**src/rtl/prio_irq_pkg.sv**
```systemverilog
package prio_irq_pkg;
  localparam int unsigned MAX_LVL = 32;

  // index of the most significant set bit, 0 when none
  function automatic int unsigned top_bit(input logic [MAX_LVL-1:0] v);
    int unsigned idx;
    idx = 0;
    for (int unsigned i = 0; i < MAX_LVL; i++) begin
      if (v[i]) idx = i;
    end
    return idx;
  endfunction
endpackage

```
**src/rtl/irq_latch.sv**
```systemverilog
module irq_latch #(
  parameter int unsigned N_LVL = 8
) (
  input  logic             clk,
  input  logic             rst,
  input  logic             sample_en,
  input  logic [N_LVL-1:0] req,
  input  logic [N_LVL-1:0] clr_mask,
  output logic [N_LVL-1:0] pend
);
  always_ff @(posedge clk) begin
    if (rst) pend <= '0;
    else     pend <= (pend & ~clr_mask) | (sample_en ? req : '0);
  end


  hold_no_sample_chk: assert property (@(posedge clk) disable iff (rst)
    (!sample_en && clr_mask == '0) |=> $stable(pend));

  sample_sets_chk: assert property (@(posedge clk) disable iff (rst)
    (sample_en && clr_mask == '0) |=> ((pend & $past(req)) == $past(req)));
endmodule

```
**src/rtl/irq_active.sv**
```systemverilog
module irq_active
  import prio_irq_pkg::*;
#(
  parameter int unsigned N_LVL = 8,
  localparam int unsigned IDX_W = $clog2(N_LVL)
) (
  input  logic             clk,
  input  logic             rst,
  input  logic             rti,
  input  logic             set_en,
  input  logic [IDX_W-1:0] set_idx,
  output logic [N_LVL-1:0] act,
  output logic [N_LVL-1:0] clr_mask
);
  logic [IDX_W-1:0] act_top;

  always_comb begin
    act_top  = IDX_W'(top_bit(MAX_LVL'(act)));
    clr_mask = (rti && (act != '0)) ? (N_LVL'(1) << act_top) : '0;
  end

  always_ff @(posedge clk) begin
    if (rst) act <= '0;
    else     act <= (act & ~clr_mask) | (set_en ? (N_LVL'(1) << set_idx) : '0);
  end


  rti_pops_one_chk: assert property (@(posedge clk) disable iff (rst)
    (rti && act != '0 && !set_en) |=> ($countones(act) + 1 == $countones($past(act))));

  take_adds_one_chk: assert property (@(posedge clk) disable iff (rst)
    (set_en && !rti) |=> ($countones(act) == $countones($past(act)) + 1));
endmodule

```
**src/rtl/irq_arbiter.sv**
```systemverilog
module irq_arbiter
  import prio_irq_pkg::*;
#(
  parameter int unsigned N_LVL = 8,
  localparam int unsigned IDX_W = $clog2(N_LVL)
) (
  input  logic [N_LVL-1:0] pend,
  input  logic [N_LVL-1:0] act,
  output logic             grant_valid,
  output logic [IDX_W-1:0] grant_idx
);
  logic [IDX_W-1:0] act_top;
  logic             act_any;
  logic [N_LVL-1:0] elig;

  assign act_any = |act;
  assign act_top = IDX_W'(top_bit(MAX_LVL'(act)));

  for (genvar g = 0; g < N_LVL; g++) begin : g_elig
    assign elig[g] = pend[g] & (!act_any || (act_top < IDX_W'(g)));
  end

  assign grant_valid = |elig;
  assign grant_idx   = IDX_W'(top_bit(MAX_LVL'(elig)));
endmodule

```
**src/rtl/prio_irq_ctrl.sv**
```systemverilog
module prio_irq_ctrl #(
  parameter int unsigned N_LVL      = 8,
  parameter int unsigned VEC_W      = 8,
  parameter int unsigned VEC_BASE   = 8'h40,
  parameter int unsigned VEC_STRIDE = 8,
  localparam int unsigned IDX_W     = $clog2(N_LVL)
) (
  input  logic             clk,
  input  logic             rst,
  input  logic [N_LVL-1:0] irq_req,
  input  logic             mc_strobe,
  input  logic             io_cycle,
  input  logic             ien_flag,
  input  logic             ack_ready,
  input  logic             rti,
  output logic             int_take,
  output logic [VEC_W-1:0] vector,
  output logic             push_pc,
  output logic [N_LVL-1:0] pending,
  output logic [N_LVL-1:0] active
);
  logic             sample_en;
  logic [N_LVL-1:0] clr_mask;
  logic             grant_valid;
  logic [IDX_W-1:0] grant_idx;
  logic             take;

  assign sample_en = mc_strobe && !io_cycle;
  assign take      = ien_flag && ack_ready && !rti && grant_valid;

  irq_latch #(.N_LVL(N_LVL)) u_latch (
    .clk(clk), .rst(rst), .sample_en(sample_en), .req(irq_req),
    .clr_mask(clr_mask), .pend(pending)
  );

  irq_active #(.N_LVL(N_LVL)) u_active (
    .clk(clk), .rst(rst), .rti(rti), .set_en(take), .set_idx(grant_idx),
    .act(active), .clr_mask(clr_mask)
  );

  irq_arbiter #(.N_LVL(N_LVL)) u_arb (
    .pend(pending), .act(active),
    .grant_valid(grant_valid), .grant_idx(grant_idx)
  );

  always_ff @(posedge clk) begin
    if (rst) begin
      int_take <= 1'b0;
      push_pc  <= 1'b0;
      vector   <= '0;
    end else begin
      int_take <= take;
      push_pc  <= take;
      if (take) vector <= VEC_W'(VEC_BASE + int'(grant_idx) * VEC_STRIDE);
    end
  end


  active_in_pending_chk: assert property (@(posedge clk) disable iff (rst)
    (active & ~pending) == '0);

  take_gated_chk: assert property (@(posedge clk) disable iff (rst)
    $rose(int_take) |-> $past(ien_flag && ack_ready && !rti));

  push_with_take_chk: assert property (@(posedge clk) disable iff (rst)
    push_pc == int_take);

  vector_hold_chk: assert property (@(posedge clk) disable iff (rst)
    !int_take |-> $stable(vector));
endmodule

```
**config.mk**
```make
export PLATFORM = sky130hd
export DESIGN_NAME = prio_irq_ctrl
export DESIGN_NICKNAME = d
export VERILOG_FILES = /design/src/rtl/prio_irq_pkg.sv /design/src/rtl/irq_latch.sv /design/src/rtl/irq_active.sv /design/src/rtl/irq_arbiter.sv /design/src/rtl/prio_irq_ctrl.sv
export SDC_FILE = /design/constraint.sdc
export NUM_CORES = 1
export LEC_CHECK = 0
export BUFFER_PORTS_ARGS = -buffer_cell sky130_fd_sc_hd__clkbuf_2
export CAP_MARGIN = 20
export CORE_MARGIN = 2
export CORE_UTILIZATION = 40
export CTS_BUF_LIST = sky130_fd_sc_hd__clkbuf_4 sky130_fd_sc_hd__clkbuf_8
export DETAILED_ROUTE_END_ITERATION = 12
export PLACE_DENSITY = 0.66
export SLEW_MARGIN = 20
export SYNTH_ARGS = -nofsm -noshare
export SYNTH_HDL_FRONTEND = slang
export SYNTH_SLANG_ARGS = --single-unit
```
**constraint.sdc**
```tcl
create_clock -name clk -period 2.4 [get_ports clk]
set_input_delay 0.12 -clock clk [delete_from_list [all_inputs] [get_ports clk]]
set_output_delay 0.12 -clock clk [all_outputs]
set_load 0.005 [all_outputs]
```
==> flow_summary_export.csv <==
group,metric,value,unit
status,status,"finished, final reports clean",
timing,hold_viol_final,0,
die,row_count,20,
finish,diodes,0,
die,coreArea,2980,um^2
setup_path,crit_arrival,2380,ps
grt,grt_pass1_wl,5580,um
detailed_routing,wirelength,3260,um
die,die_y,59.2,um
finish,final_nets,193,
die,fp.dieArea,3500,um^2
timing,fin_ws,274,ps
synth,synthTopCellsByCount,"21 x dfxtp_1, 17 x nor2_1, 14 x nand2_1",
setup_path,cp_data_required_time,2660,ps
min_path,min_path_type,"input pin to flop",
timing,final-setup-viol-count,0,
timing,fmax,0.470,GHz
timing,worstMarginPinSlew,682,ps
synth,synth_area_leader_cell,"dfxtp_1",
synth,async_flop_share,0,
timing,slew_viol_final,0,
synth,synth.yosys.seq_area_share,0.345,
clock_tree,cts-root-buf,"clkbuf_4",
grt,antenna_found_initial,0,
detailed_routing,drc,0,
synth,synth_top_area_frac,0.345,
clock_tree,cts.sinks,21,
detailed_routing,firstDrtPassIters,4,
synth,synth_edf_count,0,
synth,synth-seq-cells,21,
finish,drive_above_1_share,0.299,
clock_tree,htreeDepth,1,
clock_tree,holdBufCountCts,0,
grt,grt_max_degree,17,
power_and_ir_drop,max-vdd-ir-drop,0.000219,V
synth,synth_most_common_cell,"dfxtp_1",
setup_path,start_kind,"flop",
grt,grt_pass1_vias,1147,
timing,period_needed,2130,ps
detailed_routing,vias,1208,
timing,fin_crit_sh,0.886,
clock_tree,clk_pin_slew_worst_paths,130,ps
synth,syn_inst,145,
run,cap_violations,0,
timing,relSlewSlack,0.542,
clock_tree,cts_tree,"done",
power_and_ir_drop,leakage,0.612,nW
synth,yosys.cell_types.count,45,
placed_design,place_ws,313,ps
die,initial_core_util,0.409,
timing,rsz0062_at_grt,"false",
finish,syn_to_final_growth,16.2,%
synth,synth_warnings,0,
timing,setup_tns,0,ps
detailed_routing,drt-initial-drc-count,43,
synth,ys_top_cells_by_area,"dfxtp_1 34%, nor2_1 5.2%, nand3_1 4.5%, a22oi_1 4.3%, nand2_1 4.3%",
synth,syn_area,1220,um^2
finish,final_cell_area,1420,um^2
clock_tree,clk_latency,310,ps
clock_tree,ctsLongestPathBuffers,2,
grt,overflow,0,
placed_design,gp_congestion,0.941,
finish,finish.utilization,0.476,
clock_tree,postCtsSetupBuffers,0,
setup_path,crit_type,"flop to flop",
die,io_pins,41,
synth,synth.avg_cell_area,8.40,um^2
clock_tree,cts_buffers,3,
setup_path,crit_fanout,9,
power_and_ir_drop,power.density,487,nW/um^2
finish,final_cells,210,
timing,clock_skew,3.07,ps
die,die-width,59.2,um
clock_tree,cts_resized,0,
grt,grt.total_usage,0.207,
detailed_routing,drtAntennaViolNets,0,
placed_design,dp_cells,206,
detailed_routing,avgRoutedWirePerCell,15.5,um
setup_path,worstSetupEndpointType,"flop",
placed_design,placed_area,1390,um^2
placed_design,dpl.hpwl,2530,um
synth,synthFlopType,"dfxtp_1",
placed_design,portBuffers,36,
detailed_routing,post_drt_via_cell_ratio,5.75,
==> kinds of logic after synthesis <==
logic type             share of synthesized area
flip-flops                                 0.345
AND/OR/NAND/NOR                            0.297
AO/OA/AOI/OAI                              0.277
other                                    0.00308
multiplexers                             0.00821
buffers and inverters                     0.0698
==> final timing paths <==
kind | from | end | slack (ps) | depth (start not counted)
worst min-delay path | irq_req[2] | u_latch.pend[2] | 20 | 3
worst max-delay path | u_active.act[5] | u_active.act[0] | 270 | 6
worst min register to register | vector[6] | vector[6] | 460 | 2
worst max register to register | u_active.act[5] | u_active.act[0] | 270 | 6
==> through the flow <==
stage	hold slack [ps]	total power (W)
final	17.7	0.000689
after global routing	29.3	0.000733
after CTS	14.6	0.000693
after detailed placement	359	0.000513
after global placement	352	0.000514
after floorplan	256	0.000475
==> layer usage <==
layer / routed length [um] / part of all wire / GRT usage
met5: 0 / 0 / 0
met4: 78 / 0.024 / 0.0779
met3: 163 / 0.050 / 0.0284
met2: 1500 / 0.46 / 0.323
met1: 1520 / 0.47 / 0.287
==> critical path: stages, from the launching register on <==
cell      delay (ps)
dfxtp_1          590
nor2b_1          150
a21o_4           230
o311ai_4         310
o221ai_2         250
o41a_1           460
nor2_1            80
==> power by group <==
part	total, W	switching [W]	internal, W	leakage, nW
clock	0.000182	0.000120	0.0000623	0.0177
combinational	0.000130	0.0000751	0.0000546	0.424
sequential	0.000377	0.0000162	0.000361	0.171
==> layout by cell type (no fill, tap or decap), drive strengths merged, types with 2 or more instances in the layout <==
master	n
a211oi	3
a21oi	3
a22oi	7
a32o	2
and2	2
clkbuf	39
conb	4
dfxtp	21
inv	4
nand2	14
nand2b	5
nand3	11
nand3b	2
nand4	2
nor2	18
nor2b	5
nor3	5
nor4	2
o21ai	5
o21bai	3
o311a	2
o31ai	2
==> sequential cells by signal, indices dropped and copies added, names as in the netlist <==
register	cells
u_latch.pend	8
push_pc	1
vector	4
u_active.act	8
==> final cells by class <==
class,instances,area (um^2)
clock inverters,1,5.00
flip-flops and latches,21,420
fillers,307,1560
clock buffers,3,22.5
multi-input cells,111,724
well taps,33,41.3
repair buffers,37,188
inverters,4,15.0
Power figures use the tool's default switching activity.
